`config.mk`:
```
export PLATFORM = sky130hd
export DESIGN_NAME = dsadc_seq
export DESIGN_NICKNAME = d
export VERILOG_FILES = /design/src/rtl/dsadc_pkg.sv /design/src/rtl/dsadc_sync.sv /design/src/rtl/dsadc_ctrl.sv /design/src/rtl/dsadc_result.sv /design/src/rtl/dsadc_seq.sv
export SDC_FILE = /design/constraint.sdc
export NUM_CORES = 1
export LEC_CHECK = 0
export BUFFER_PORTS_ARGS = -buffer_cell sky130_fd_sc_hd__buf_2
export CORE_MARGIN = 2
export CORE_UTILIZATION = 45
export DETAILED_ROUTE_END_ITERATION = 16
export GPL_TIMING_DRIVEN = 0
export HOLD_SLACK_MARGIN = 0.02
export SETUP_SLACK_MARGIN = 0.02
export SKIP_CTS_REPAIR_TIMING = 1
export SLEW_MARGIN = 0
export SYNTH_ARGS = -nofsm -noshare
export SYNTH_HDL_FRONTEND = slang
export SYNTH_SLANG_ARGS = --single-unit
```
`constraint.sdc`:
```
create_clock -name clk -period 2.75 [get_ports clk]
set_input_delay 0.55 -clock clk [delete_from_list [all_inputs] [get_ports clk]]
set_output_delay 0.55 -clock clk [all_outputs]
set_load 0.03 [all_outputs]
```
`src/rtl/dsadc_pkg.sv`:
```
package dsadc_pkg;
  typedef enum logic [1:0] {
    ST_IDLE  = 2'd0,
    ST_DISCH = 2'd1,
    ST_INTEG = 2'd2,
    ST_DEINT = 2'd3
  } seq_state_e;
endpackage

```
`src/rtl/dsadc_sync.sv`:
```
module dsadc_sync #(
  parameter int STAGES = 2
) (
  input  logic clk,
  input  logic rst_n,
  input  logic d,
  output logic q
);
  logic [STAGES-1:0] chain;

  generate
    for (genvar i = 0; i < STAGES; i++) begin : g_stage
      if (i == 0) begin : g_first
        always_ff @(posedge clk or negedge rst_n) begin
          if (!rst_n) chain[0] <= 1'b0;
          else        chain[0] <= d;
        end
      end else begin : g_next
        always_ff @(posedge clk or negedge rst_n) begin
          if (!rst_n) chain[i] <= 1'b0;
          else        chain[i] <= chain[i-1];
        end
      end
    end
  endgenerate

  assign q = chain[STAGES-1];
endmodule

```
`src/rtl/dsadc_ctrl.sv`:
```
module dsadc_ctrl
  import dsadc_pkg::*;
#(
  parameter int N       = 10,
  parameter int RST_CYC = 4,
  parameter int LAT     = 2,
  localparam int CW     = N + 2
) (
  input  logic          clk,
  input  logic          rst_n,
  input  logic          run_en,
  input  logic          hit,
  output logic          sel_input,
  output logic          sel_ref,
  output logic          int_rst,
  output logic          chan,
  output logic          conv_end,
  output logic          conv_over,
  output logic [CW-1:0] cnt
);
  localparam int FULL = 2 ** N;
  localparam logic [CW-1:0] DISCH_LAST = CW'(RST_CYC - 1);
  localparam logic [CW-1:0] INTEG_LAST = CW'(FULL - 1);
  localparam logic [CW-1:0] DEINT_LAST = CW'(FULL + LAT - 1);
  localparam logic [CW-1:0] LAT_MIN    = CW'(LAT);

  seq_state_e state;
  logic       hit_ok;

  // a crossing is only trusted once the synchronizer carries reference-phase samples
  assign hit_ok    = (state == ST_DEINT) && hit && (cnt >= LAT_MIN);
  assign conv_over = (state == ST_DEINT) && !hit_ok && (cnt == DEINT_LAST);
  assign conv_end  = hit_ok || conv_over;

  assign int_rst   = (state == ST_IDLE) || (state == ST_DISCH);
  assign sel_input = (state == ST_INTEG);
  assign sel_ref   = (state == ST_DEINT);

  always_ff @(posedge clk or negedge rst_n) begin
    if (!rst_n) begin
      state <= ST_IDLE;
      cnt   <= '0;
      chan  <= 1'b0;
    end else begin
      unique case (state)
        ST_IDLE: begin
          cnt  <= '0;
          chan <= 1'b0;
          if (run_en) state <= ST_DISCH;
        end
        ST_DISCH: begin
          if (cnt == DISCH_LAST) begin
            cnt   <= '0;
            state <= ST_INTEG;
          end else begin
            cnt <= cnt + 1'b1;
          end
        end
        ST_INTEG: begin
          if (cnt == INTEG_LAST) begin
            cnt   <= '0;
            state <= ST_DEINT;
          end else begin
            cnt <= cnt + 1'b1;
          end
        end
        ST_DEINT: begin
          if (conv_end) begin
            cnt <= '0;
            if (run_en) begin
              state <= ST_DISCH;
              chan  <= ~chan;
            end else begin
              state <= ST_IDLE;
            end
          end else begin
            cnt <= cnt + 1'b1;
          end
        end
        default: state <= ST_IDLE;
      endcase
    end
  end
endmodule

```
`src/rtl/dsadc_result.sv`:
```
module dsadc_result #(
  parameter int N   = 10,
  parameter int LAT = 2,
  localparam int CW = N + 2
) (
  input  logic          clk,
  input  logic          rst_n,
  input  logic          conv_end,
  input  logic          conv_over,
  input  logic          chan,
  input  logic [CW-1:0] cnt,
  output logic          res_valid,
  output logic [N-1:0]  res_data,
  output logic          res_chan,
  output logic          res_over
);
  logic [CW-1:0] comp;
  logic [N-1:0]  value;

  assign comp  = cnt - CW'(LAT);
  assign value = conv_over ? {N{1'b1}} : comp[N-1:0];

  always_ff @(posedge clk or negedge rst_n) begin
    if (!rst_n) begin
      res_valid <= 1'b0;
      res_data  <= '0;
      res_chan  <= 1'b0;
      res_over  <= 1'b0;
    end else begin
      res_valid <= conv_end;
      if (conv_end) begin
        res_data <= value;
        res_chan <= chan;
        res_over <= conv_over;
      end
    end
  end
endmodule

```
`src/rtl/dsadc_seq.sv`:
```
module dsadc_seq #(
  parameter int N       = 10,
  parameter int RST_CYC = 4
) (
  input  logic         clk,
  input  logic         rst_n,
  input  logic         run_en,
  input  logic         cmp_raw,
  output logic         sel_input,
  output logic         sel_ref,
  output logic         int_rst,
  output logic         chan_sel,
  output logic         res_valid,
  output logic [N-1:0] res_data,
  output logic         res_chan,
  output logic         res_over
);
  localparam int SYNC = 2;
  localparam int CW   = N + 2;

  logic          cmp_s;
  logic          conv_end;
  logic          conv_over;
  logic [CW-1:0] cnt;

  dsadc_sync #(.STAGES(SYNC)) u_sync (
    .clk  (clk),
    .rst_n(rst_n),
    .d    (cmp_raw),
    .q    (cmp_s)
  );

  dsadc_ctrl #(.N(N), .RST_CYC(RST_CYC), .LAT(SYNC)) u_ctrl (
    .clk      (clk),
    .rst_n    (rst_n),
    .run_en   (run_en),
    .hit      (cmp_s),
    .sel_input(sel_input),
    .sel_ref  (sel_ref),
    .int_rst  (int_rst),
    .chan     (chan_sel),
    .conv_end (conv_end),
    .conv_over(conv_over),
    .cnt      (cnt)
  );

  dsadc_result #(.N(N), .LAT(SYNC)) u_res (
    .clk      (clk),
    .rst_n    (rst_n),
    .conv_end (conv_end),
    .conv_over(conv_over),
    .chan     (chan_sel),
    .cnt      (cnt),
    .res_valid(res_valid),
    .res_data (res_data),
    .res_chan (res_chan),
    .res_over (res_over)
  );
endmodule

```
==> metrics.yaml, run 1 <==
tns_ps: 0
io_buffers: 20
coreArea_um2: 3420
powerDensity_nw_per_um2: 902
fp.dieW_um: 64.1
status: "completed"
syn_inst: 162
rsz0062_at_grt: "false"
grt_pass1_wl_um: 5380
path_class: "flop to flop"
slowest_delay_ps: 490
ys_seq_elements: 30
synth.top_cell.area_share_pct: 46.1
final_cell_mix: "dfrtp_1 (30), buf_2 (24), nand2_1 (20)"
drtIter0Drc: 56
antenna_found_initial: 0
peakVddDrop_uv: 334
cts-buffers-inserted: 5
power_leakage_nw: 0.929
ys_seq_area_share_pct: 46.1
worstPathCellList: "ha_1, nand3_1, or4b_1, a22o_1, a211oi_1, mux2_2"
slew_headroom_pct: 57.0
fp.dieH_um: 64.1
synth_area_leaders: "dfrtp_1 (46%), ha_1 (6.9%), xor2_1 (6.5%), nand2_1 (4.6%), o211ai_1 (4.6%)"
setup_viol: 0
cp_max_fo: 6
post-route-period-util_pct: 82.4
synth_area_um2: 1630
yosysTopAreaCell: "dfrtp_1"
viasPerCell: 5.25
dpl.cell_count: 228
fillerInstances: 331
ios: 21
synth.distinct_cells: 39
placementRows: 21
gp_congestion: 0.819
fin_crit_ps: 2270
diodes: 0
syn_nets: 175
nets: 202
grt-ovfl-total: 0
cts_tree: "yes"
grt_max_degree: 31
clockBufferDepth: 2
routed_wl_um: 3040
path_clk_slew_ps: 100
clkSinkCount: 30
drv_slew: 0
crit_slowest_cell: "or4b_1"
grt_pass1_vias: 1205
antenna_left: 0
h-tree-depth: 2
finalClockSkew_ps: 9.88
hold_class: "input pin to async pin"
grt_usage_pct: 17.1
arrival_ps: 2490
start_kind: "flop"
start_util_pct: 47.7
route.detailed.drc: 0
drv_cap: 0
max_freq_mhz: 441
rr_worst_depth: 6
crit_path_end_kind: "flop"
final_common_cell: "dfrtp_1"
drt-pass1-iter-count: 6
insertion_delay_ps: 320
hold_violations: 0
vias: 1238
syn_area_per_cell_um2: 10.0
required_ps: 2970
layout.cells.non_filler: 236
drive_above_1_share_pct: 21.1
hpwlAfterDp_um: 2290
yosysWarnings: 0
worst_pin_slew_ps: 645
die_area_um2: 4110
wire_per_inst_um: 12.9
ctsRootBufferMaster: "clkbuf_4"
syn_to_final_growth_pct: 13.4
## metal layers
| metal | up-vias | share of wire [%] | track usage [%] |
|---|---|---|---|
| li1 | 610 | - | - |
| met3 | 6 | 4.3 | 5.81 |
| met4 | 0 | 1.6 | 6.38 |
| met5 | - | 0 | 0 |
| met1 | 593 | 44 | 20.4 |
| met2 | 29 | 50 | 28.6 |
## where the power goes
group	internal [mW]	switching, mW
sequential	0.544	0.0739
combinational	0.275	0.505
clock	0.124	0.143
## critical path: cells and delay by family (launching register included)
family | cells | cell delay, ps
simple gates | 2 | 610
flops | 1 | 460
compound gates | 2 | 460
mux | 1 | 370
fa+ha+maj | 1 | 280
## logic make-up after synthesis
kind of cell             after synthesis  share of synthesized area (%)
AO/OA/AOI/OAI                         21                           9.92
XOR/XNOR                              17                           9.15
adder cells (fa/ha/maj)                9                           6.92
buffers and inverters                 19                           5.69
flip-flops                            30                           46.1
multiplexers                           3                           2.00
AND/OR/NAND/NOR                       63                           20.2
## Yosys cell counts
library cell and number:
a211o_1 1, a211oi_1 3, a211oi_2 1, a22o_1 1, a31oi_1 2, and3_1 2, and4_1 1, buf_2 4
buf_6 2, clkbuf_1 3, clkbuf_2 1, dfrtp_1 30, ha_1 9, inv_1 9, mux2_2 2, mux2i_1 1
nand2_1 20, nand3_1 6, nand4_1 3, nand4b_1 1, nor2_1 16, nor3_1 3, nor3_2 1, nor3b_1 1
nor4_1 1, nor4_4 1, nor4bb_1 1, o211ai_1 10, o21ai_0 1, o21bai_1 1, o311ai_0 1, or2_0 1
or2_2 1, or3_1 1, or3b_1 1, or4_1 1, or4b_1 1, xnor2_1 5, xor2_1 12
## cell type report
type / count / area (um2) / area share, %
sequential: 30 / 751 / 40.7
clock buffer: 7 / 55.1 / 2.98
clock inverter: 1 / 5.00 / 0.271
buffer: 10 / 58.8 / 3.19
timing repair buffer: 20 / 100 / 5.42
multi-input combinational: 113 / 785 / 42.5
tap: 46 / 57.6 / 3.12
inverter: 9 / 33.8 / 1.83
## through the flow
step           hold WS [ps]  worst slack [ps]  power [mW]  utilization [%]  cell area [um2]
2_1_floorplan           254               687        1.21                -             1630
3_3_place_gp            336               480        1.39             52.3             1790
3_5_place_dp            347               497        1.42             52.3             1790
4_1_cts                 259               466        1.69             54.0             1850
5_1_grt                 284               341        1.80             54.0             1850
6_report                245               484        1.66             54.0             1850
## final timing paths
check / startpoint / slack [ps] / to
worst min register to register: u_sync.chain[0] / 360 / u_sync.q
max in group asynchronous: rst_n / 2090 / u_ctrl.cnt[10]
min in group clk: cmp_raw / 320 / u_sync.chain[0]
worst min-delay path: rst_n / 240 / u_ctrl.cnt[4]
worst max-delay path: u_ctrl.cnt[1] / 480 / u_ctrl.state[1]
worst max register to register: u_ctrl.cnt[1] / 480 / u_ctrl.state[1]
## sequential cells by signal (all words and copies together), names as in the netlist
register / count
u_res.res_over: 1
u_sync.chain: 1
u_ctrl.state: 2
u_sync.q: 1
u_ctrl.chan: 1
u_res.res_chan: 1
u_res.res_data: 10
u_res.res_valid: 1
u_ctrl.cnt: 12
Note: power is estimated with default switching activity, not from simulation.
==> run 2, diff against run 1 <==
--- a/config.mk
+++ b/config.mk
@@ -5,6 +5,7 @@
 export SDC_FILE = /design/constraint.sdc
 export NUM_CORES = 1
 export LEC_CHECK = 0
+export ABC_AREA = 1
 export BUFFER_PORTS_ARGS = -buffer_cell sky130_fd_sc_hd__buf_2
 export CORE_MARGIN = 2
 export CORE_UTILIZATION = 45
==> constraint.sdc (replaced) <==
create_clock -name clk -period 2.3 [get_ports clk]
set_input_delay 0.46 -clock clk [delete_from_list [all_inputs] [get_ports clk]]
set_output_delay 0.46 -clock clk [all_outputs]
set_load 0.03 [all_outputs]
==> run 2 against run 1 <==
  * Synthesized cell count is 28% higher
  * Synthesized area up 7.8%
  * Register-to-register slack gained 40 ps
  * Core utilization down 0.43 points
  * Global-route usage is 0.93 points higher
  * First-iteration DRC count grew 64%
  * Final area up 7.9%
  * Non-clock buffer count down 4
  * Via count grew 7.5%
  * Critical path depth shrank 2
  * Setup slack worse by 100 ps
  * Critical endpoint is now int_rst
  * Largest power group unchanged
==> metrics.yaml, run 2 <==
synth_area_um2: 1760  # +7.8%
ys_async_sr_fraction_pct: 100  # unchanged
crit_slowest_cell: "dfrtp_1"
hold_violations: 0  # unchanged
syn_area_per_cell_um2: 8.44  # -16%
regMostFlops: "u_ctrl.cnt"
worstPathCellList: "inv_1, ha_1, or2_2, buf_2"
top_regs: "u_ctrl.cnt (12), u_res.res_data (10), u_ctrl.state (2)"
start_kind: "flop"
grt-ovfl-total: 0  # unchanged
placementRows: 22  # +4.8%
ctsRootBufferMaster: "clkbuf_8"
drt-pass1-iter-count: 4  # -2
power_leakage_nw: 1.01  # +9.1%
grt_max_degree: 31  # unchanged
synth.top_cell.area_share_pct: 42.8  # -3.4 points
grt_pass1_wl_um: 5940  # +11%
largest_register_ffs: 12  # unchanged
synth_ff_type: "dfrtp_1"
coreArea_um2: 3720  # +8.8%
gp_congestion: 0.769  # -6.1%
cp_max_fo: 4  # -2
synth.distinct_cells: 26  # -33%
clockBufferDepth: 2  # unchanged
drive_above_1_share_pct: 24.7  # +3.6 points
io_buffers: 20  # unchanged
clkSinkCount: 30  # unchanged
slowest_delay_ps: 400  # -90 ps
synth_area_leaders: "dfrtp_1 (43%), nand2_1 (11%), ha_1 (6.4%), inv_1 (4.7%), nand3_1 (4.0%)"
drv_slew: 0  # unchanged
syn_nets: 221  # +26%
cts_tree: "yes"
ys_seq_area_share_pct: 42.8  # -3.4 points
finalClockSkew_ps: 3.43  # -6.46 ps
slew_headroom_pct: 55.1  # -1.9 points
antenna_left: 0  # unchanged
powerDensity_nw_per_um2: 1140  # +26%
setup_viol: 0  # unchanged
synth.most_common_cell: "nand2_1"
syn_to_final_growth_pct: 13.5  # about the same
ys_seq_elements: 30  # unchanged
drv_cap: 0  # unchanged
route.detailed.drc: 0  # unchanged
yosysTopAreaCell: "dfrtp_1"
ios: 21  # unchanged
rsz0062_at_grt: "false"
routed_wl_um: 3280  # +7.9%
cts-buffers-inserted: 5  # unchanged
diodes: 0  # unchanged
die_area_um2: 4420  # +7.3%
post-route-period-util_pct: 83.5
insertion_delay_ps: 280  # -40 ps
holdWs_ps: 220  # -25.0 ps
vias: 1331  # +7.5%
grt_pass1_vias: 1343  # +11%
final_common_cell: "nand2_1"
reg2reg_setup_slack_ps: 520  # +40 ps
yosysWarnings: 0  # unchanged
hpwlAfterDp_um: 2440  # +6.6%
nets: 248  # +23%
antenna_found_initial: 0  # unchanged
worst_pin_slew_ps: 674  # +28.9 ps
max_freq_mhz: 521
required_ps: 1840  # -1130 ps
grt_usage_pct: 18.1  # +0.93 points
status: "completed"
arrival_ps: 1460  # -1030 ps
start_util_pct: 47.2  # -0.42 points
tns_ps: 0  # unchanged
peakVddDrop_uv: 392  # +17%
fin_crit_ps: 1920
fp.dieW_um: 66.5  # +3.6%
drtIter0Drc: 92  # +64%
viasPerCell: 4.70  # -10%
path_class: "flop to output pin"
path_clk_slew_ps: 60  # -40 ps
fp.dieH_um: 66.5  # +3.6%
synth-edff-count: 0  # unchanged
synthTopCellsByCount: "nand2_1 (51), dfrtp_1 (30), inv_1 (22), nor2_1 (15), nand3_1 (14)"
syn_inst: 208  # +28%
hold_class: "input pin to async pin"
crit_path_end_kind: "output pin"
wire_per_inst_um: 11.6  # -10%
h-tree-depth: 2  # unchanged
final_cell_mix: "nand2_1 (51), dfrtp_1 (30), inv_1 (22)"
-- run 2: cell types whose count changed in the layout (fill, tap and decap cells not counted), sizes merged, moves of 4 or more --
cell    previous run  this run
a211oi             4         0
a21oi              0         4
clkbuf            11         7
inv                9        23
nand2             20        57
nand3              6        15
nor2              16        28
o211ai            10         2
o21ai              1        14
xor2              12         8
-- run 2: metal layers --
layer	track usage, %	up-vias	part of all wire, %
li1	-	706	-
met1	23.6	594	50
met2	27.9	27	44
met3	4.05	4	4.8
met4	9.18	0	1.2
met5	0	-	0
-- run 2: kinds of logic after synthesis --
kind of cell             share of synthesized area (%)
AND/OR/NAND/NOR                                   30.6
flip-flops                                        42.8
buffers and inverters                             8.41
AO/OA/AOI/OAI                                     6.27
XOR/XNOR                                          5.49
adder cells (fa/ha/maj)                           6.41
-- run 2: path summary, 6_finish.rpt --
path	start	to	cells past startpoint
worst max-delay path	u_ctrl.state[0]	int_rst	4
worst max register to register	u_ctrl.cnt[1]	u_ctrl.cnt[11]	10
worst min register to register	u_sync.chain[0]	u_sync.q	0
worst min-delay path	rst_n	u_res.res_data[7]	1
min in group clk	cmp_raw	u_sync.chain[0]	1
max in group asynchronous	rst_n	u_ctrl.state[1]	1
-- run 2: stage by stage --
| stage | utilization, % | instances | total power, mW | worst slack [ps] | instance area (um2) |
|---|---|---|---|---|---|
| finish | 53.6 | 283 | 2.27 | 381 | 1990 |
| global route | 53.6 | 283 | 2.47 | 295 | 1990 |
| CTS | 53.6 | 283 | 2.31 | 372 | 1990 |
| detailed placement | 51.5 | 276 | 1.91 | 516 | 1920 |
| global placement | 51.5 | 276 | 1.90 | 525 | 1920 |
| floorplan | - | 208 | 1.64 | 615 | 1760 |
-- run 2: power by group --
part | total [mW] | internal (mW) | leakage [nW] | switching (mW)
clock network | 0.385 | 0.208 | 0.0383 | 0.177
registers | 0.752 | 0.658 | 0.394 | 0.0939
logic | 1.14 | 0.390 | 0.582 | 0.745
-- run 2: area by class of cell --
cell class              instances  area [um2]
repair buffers                 20         100
flip-flops and latches         30         751
fillers                       353        1720
plain buffers                   6        61.3
multi-input cells             149         857
well taps                      48        60.1
inverters                      23        86.3
clock buffers                   7        76.3
-- run 2: worst max-delay path: cells and delay by family (launching register included) --
| kind | cells | cell delay, ps |
|---|---|---|
| and+or+nand+nor | 1 | 270 |
| buffers and inverters | 2 | 280 |
| adders and majority gates | 1 | 220 |
| DFF | 1 | 400 |
==> run 3, diff against run 2 <==
==> constraint.sdc (replaced) <==
create_clock -name clk -period 1.86 [get_ports clk]
set_input_delay 0.372 -clock clk [delete_from_list [all_inputs] [get_ports clk]]
set_output_delay 0.372 -clock clk [all_outputs]
set_load 0.03 [all_outputs]
==> run 3 against run 2 <==
  * Critical path depth decreased by 1
  * Clock-buffer cell count is the same
  * Sequential power increased by 24%
  * Worst hold slack got worse by 91 ps
  * Final area grew 1.3%
  * Core utilization increased by 0.67 points
  * First-iteration DRC count rose by 9.8%
  * Die area is the same
  * Sequential share of layout area fell by 0.34 points
  * Power increased by 26%
  * Flip-flop and latch count unchanged
  * Combinational power up 26%
==> metrics.yaml, run 3 (synthesis results as in run 2) <==
tns_ps: 0  # unchanged
routed_wl_um: 3310  # +0.91%
top_regs: "u_ctrl.cnt (12), u_res.res_data (10), u_ctrl.state (2)"
grt_pass1_wl_um: 5940  # unchanged
worstPathCellList: "ha_1, or2_2, buf_4"
gp_congestion: 0.769  # unchanged
wire_per_inst_um: 11.7  # +0.56%
fp.dieW_um: 66.5  # unchanged
largest_register_ffs: 12  # unchanged
setup_viol: 0  # unchanged
peakVddDrop_uv: 494  # +26%
nets: 249  # +0.40%
regMostFlops: "u_ctrl.cnt"
insertion_delay_ps: 280  # about the same
hpwlAfterDp_um: 2440  # unchanged
path_clk_slew_ps: 60  # about the same
drt-pass1-iter-count: 4  # unchanged
layout.cells.non_filler: 284  # +0.35%
crit_path_end_kind: "output pin"
grt_usage_pct: 18.1  # unchanged
drv_slew: 0  # unchanged
final_cell_mix: "nand2_1 (51), dfrtp_1 (28), inv_1 (20), buf_2 (20)"
final_common_cell: "nand2_1"
max_freq_mhz: 560
fillerInstances: 354  # +0.28%
powerDensity_nw_per_um2: 1420  # +24%
design_area_um2: 2020  # +1.3%
antenna_found_initial: 0  # unchanged
drive_above_1_share_pct: 28.4  # +3.7 points
cts-buffers-inserted: 5  # unchanged
dpl.cell_count: 276  # unchanged
hold_class: "input pin to async pin"
ctsRootBufferMaster: "clkbuf_8"
status: "completed"
place_area_um2: 1920  # unchanged
rsz0062_at_grt: "true"
cp_max_fo: 4  # unchanged
vias: 1339  # +0.60%
grt_pass1_vias: 1343  # unchanged
final_util_pct: 54.3  # +0.67 points
start_util_pct: 47.2  # unchanged
grt-ovfl-total: 0  # unchanged
grt_max_degree: 31  # unchanged
power_leakage_nw: 1.01  # about the same
hold_violations: 0  # unchanged
finalClockSkew_ps: 2.66  # -0.765 ps
required_ps: 1490  # -350 ps
holdWs_ps: 128  # -91.5 ps
placementRows: 22  # unchanged
fin_crit_ps: 1790
fp.dieH_um: 66.5  # unchanged
h-tree-depth: 2  # unchanged
viasPerCell: 4.71  # +0.25%
arrival_ps: 1410  # -50 ps
route.detailed.drc: 0  # unchanged
worst_pin_slew_ps: 673  # -1.49 ps
path_delay_family: "flip-flops"
die_area_um2: 4420  # unchanged
worst-path-buf-inv: 1  # -1
slowest_delay_ps: 430  # +30 ps
post-route-period-util_pct: 96.1
ios: 21  # unchanged
cts_tree: "yes"
start_kind: "flop"
path_class: "flop to output pin"
drv_cap: 0  # unchanged
clkSinkCount: 30  # unchanged
crit_slowest_cell: "dfrtp_1"
drtIter0Drc: 101  # +9.8%
clockBufferDepth: 2  # unchanged
io_buffers: 20  # unchanged
slew_headroom_pct: 55.1  # +0.099 points
antenna_left: 0  # unchanged
diodes: 0  # unchanged
syn_to_final_growth_pct: 14.9
coreArea_um2: 3720  # unchanged
-- run 3: worst reg2reg max path: stages (launching register included) --
cell and delay, ps:
dfrtp_2 440, inv_2 100, ha_1 170, nand3_1 90
nor2_2 160, nand2_1 130, nand3_4 130, nand2_2 60
nand2_2 70, buf_6 170, nor2_4 50
-- run 3: routing by layer --
metal	track usage (%)	routed length (um)	vias up
li1	-	-	709
met2	27.9	1460	31
met3	4.05	150	4
met5	0	0	-
met1	23.6	1670	595
met4	9.18	40	0
-- run 3: metrics by stage --
| stage | power [mW] | worst slack (ps) |
|---|---|---|
| floorplan | 2.03 | 175 |
| CTS | 2.85 | 19.7 |
| global placement | 2.34 | 85.2 |
| finish | 2.86 | 73.3 |
| global route | 3.10 | 18.1 |
| detailed placement | 2.36 | 76.1 |
-- run 3: where the power goes --
group	leakage, nW	switching, mW	internal, mW	total (mW)
Combinational	0.585	0.930	0.513	1.44
Clock	0.0383	0.222	0.257	0.479
Sequential	0.391	0.117	0.818	0.935
Total	1.01	1.27	1.59	2.86
-- run 3: layout make-up --
cell class                 instances  area [um2]  share of cell area [%]
clock buffer                       7        76.3                    3.78
buffer                             6        61.3                    3.04
multi-input combinational        149         870                    43.1
inverter                          23        86.3                    4.28
sequential                        30         753                    37.3
tap                               48        60.1                    2.98
timing repair buffer              21         110                    5.46
-- run 3: final timing paths --
kind / end / slack, ps / cells after the start / from
worst min-delay path: u_res.res_data[3] / 130 / 1 / rst_n
worst min register to register: u_sync.q / 350 / 0 / u_sync.chain[0]
worst max register to register: u_ctrl.cnt[11] / 180 / 10 / u_ctrl.cnt[1]
min in group clk: u_sync.chain[0] / 200 / 1 / cmp_raw
worst max-delay path: int_rst / 70 / 3 / u_ctrl.state[0]
max in group asynchronous: u_ctrl.cnt[1] / 1260 / 1 / rst_n
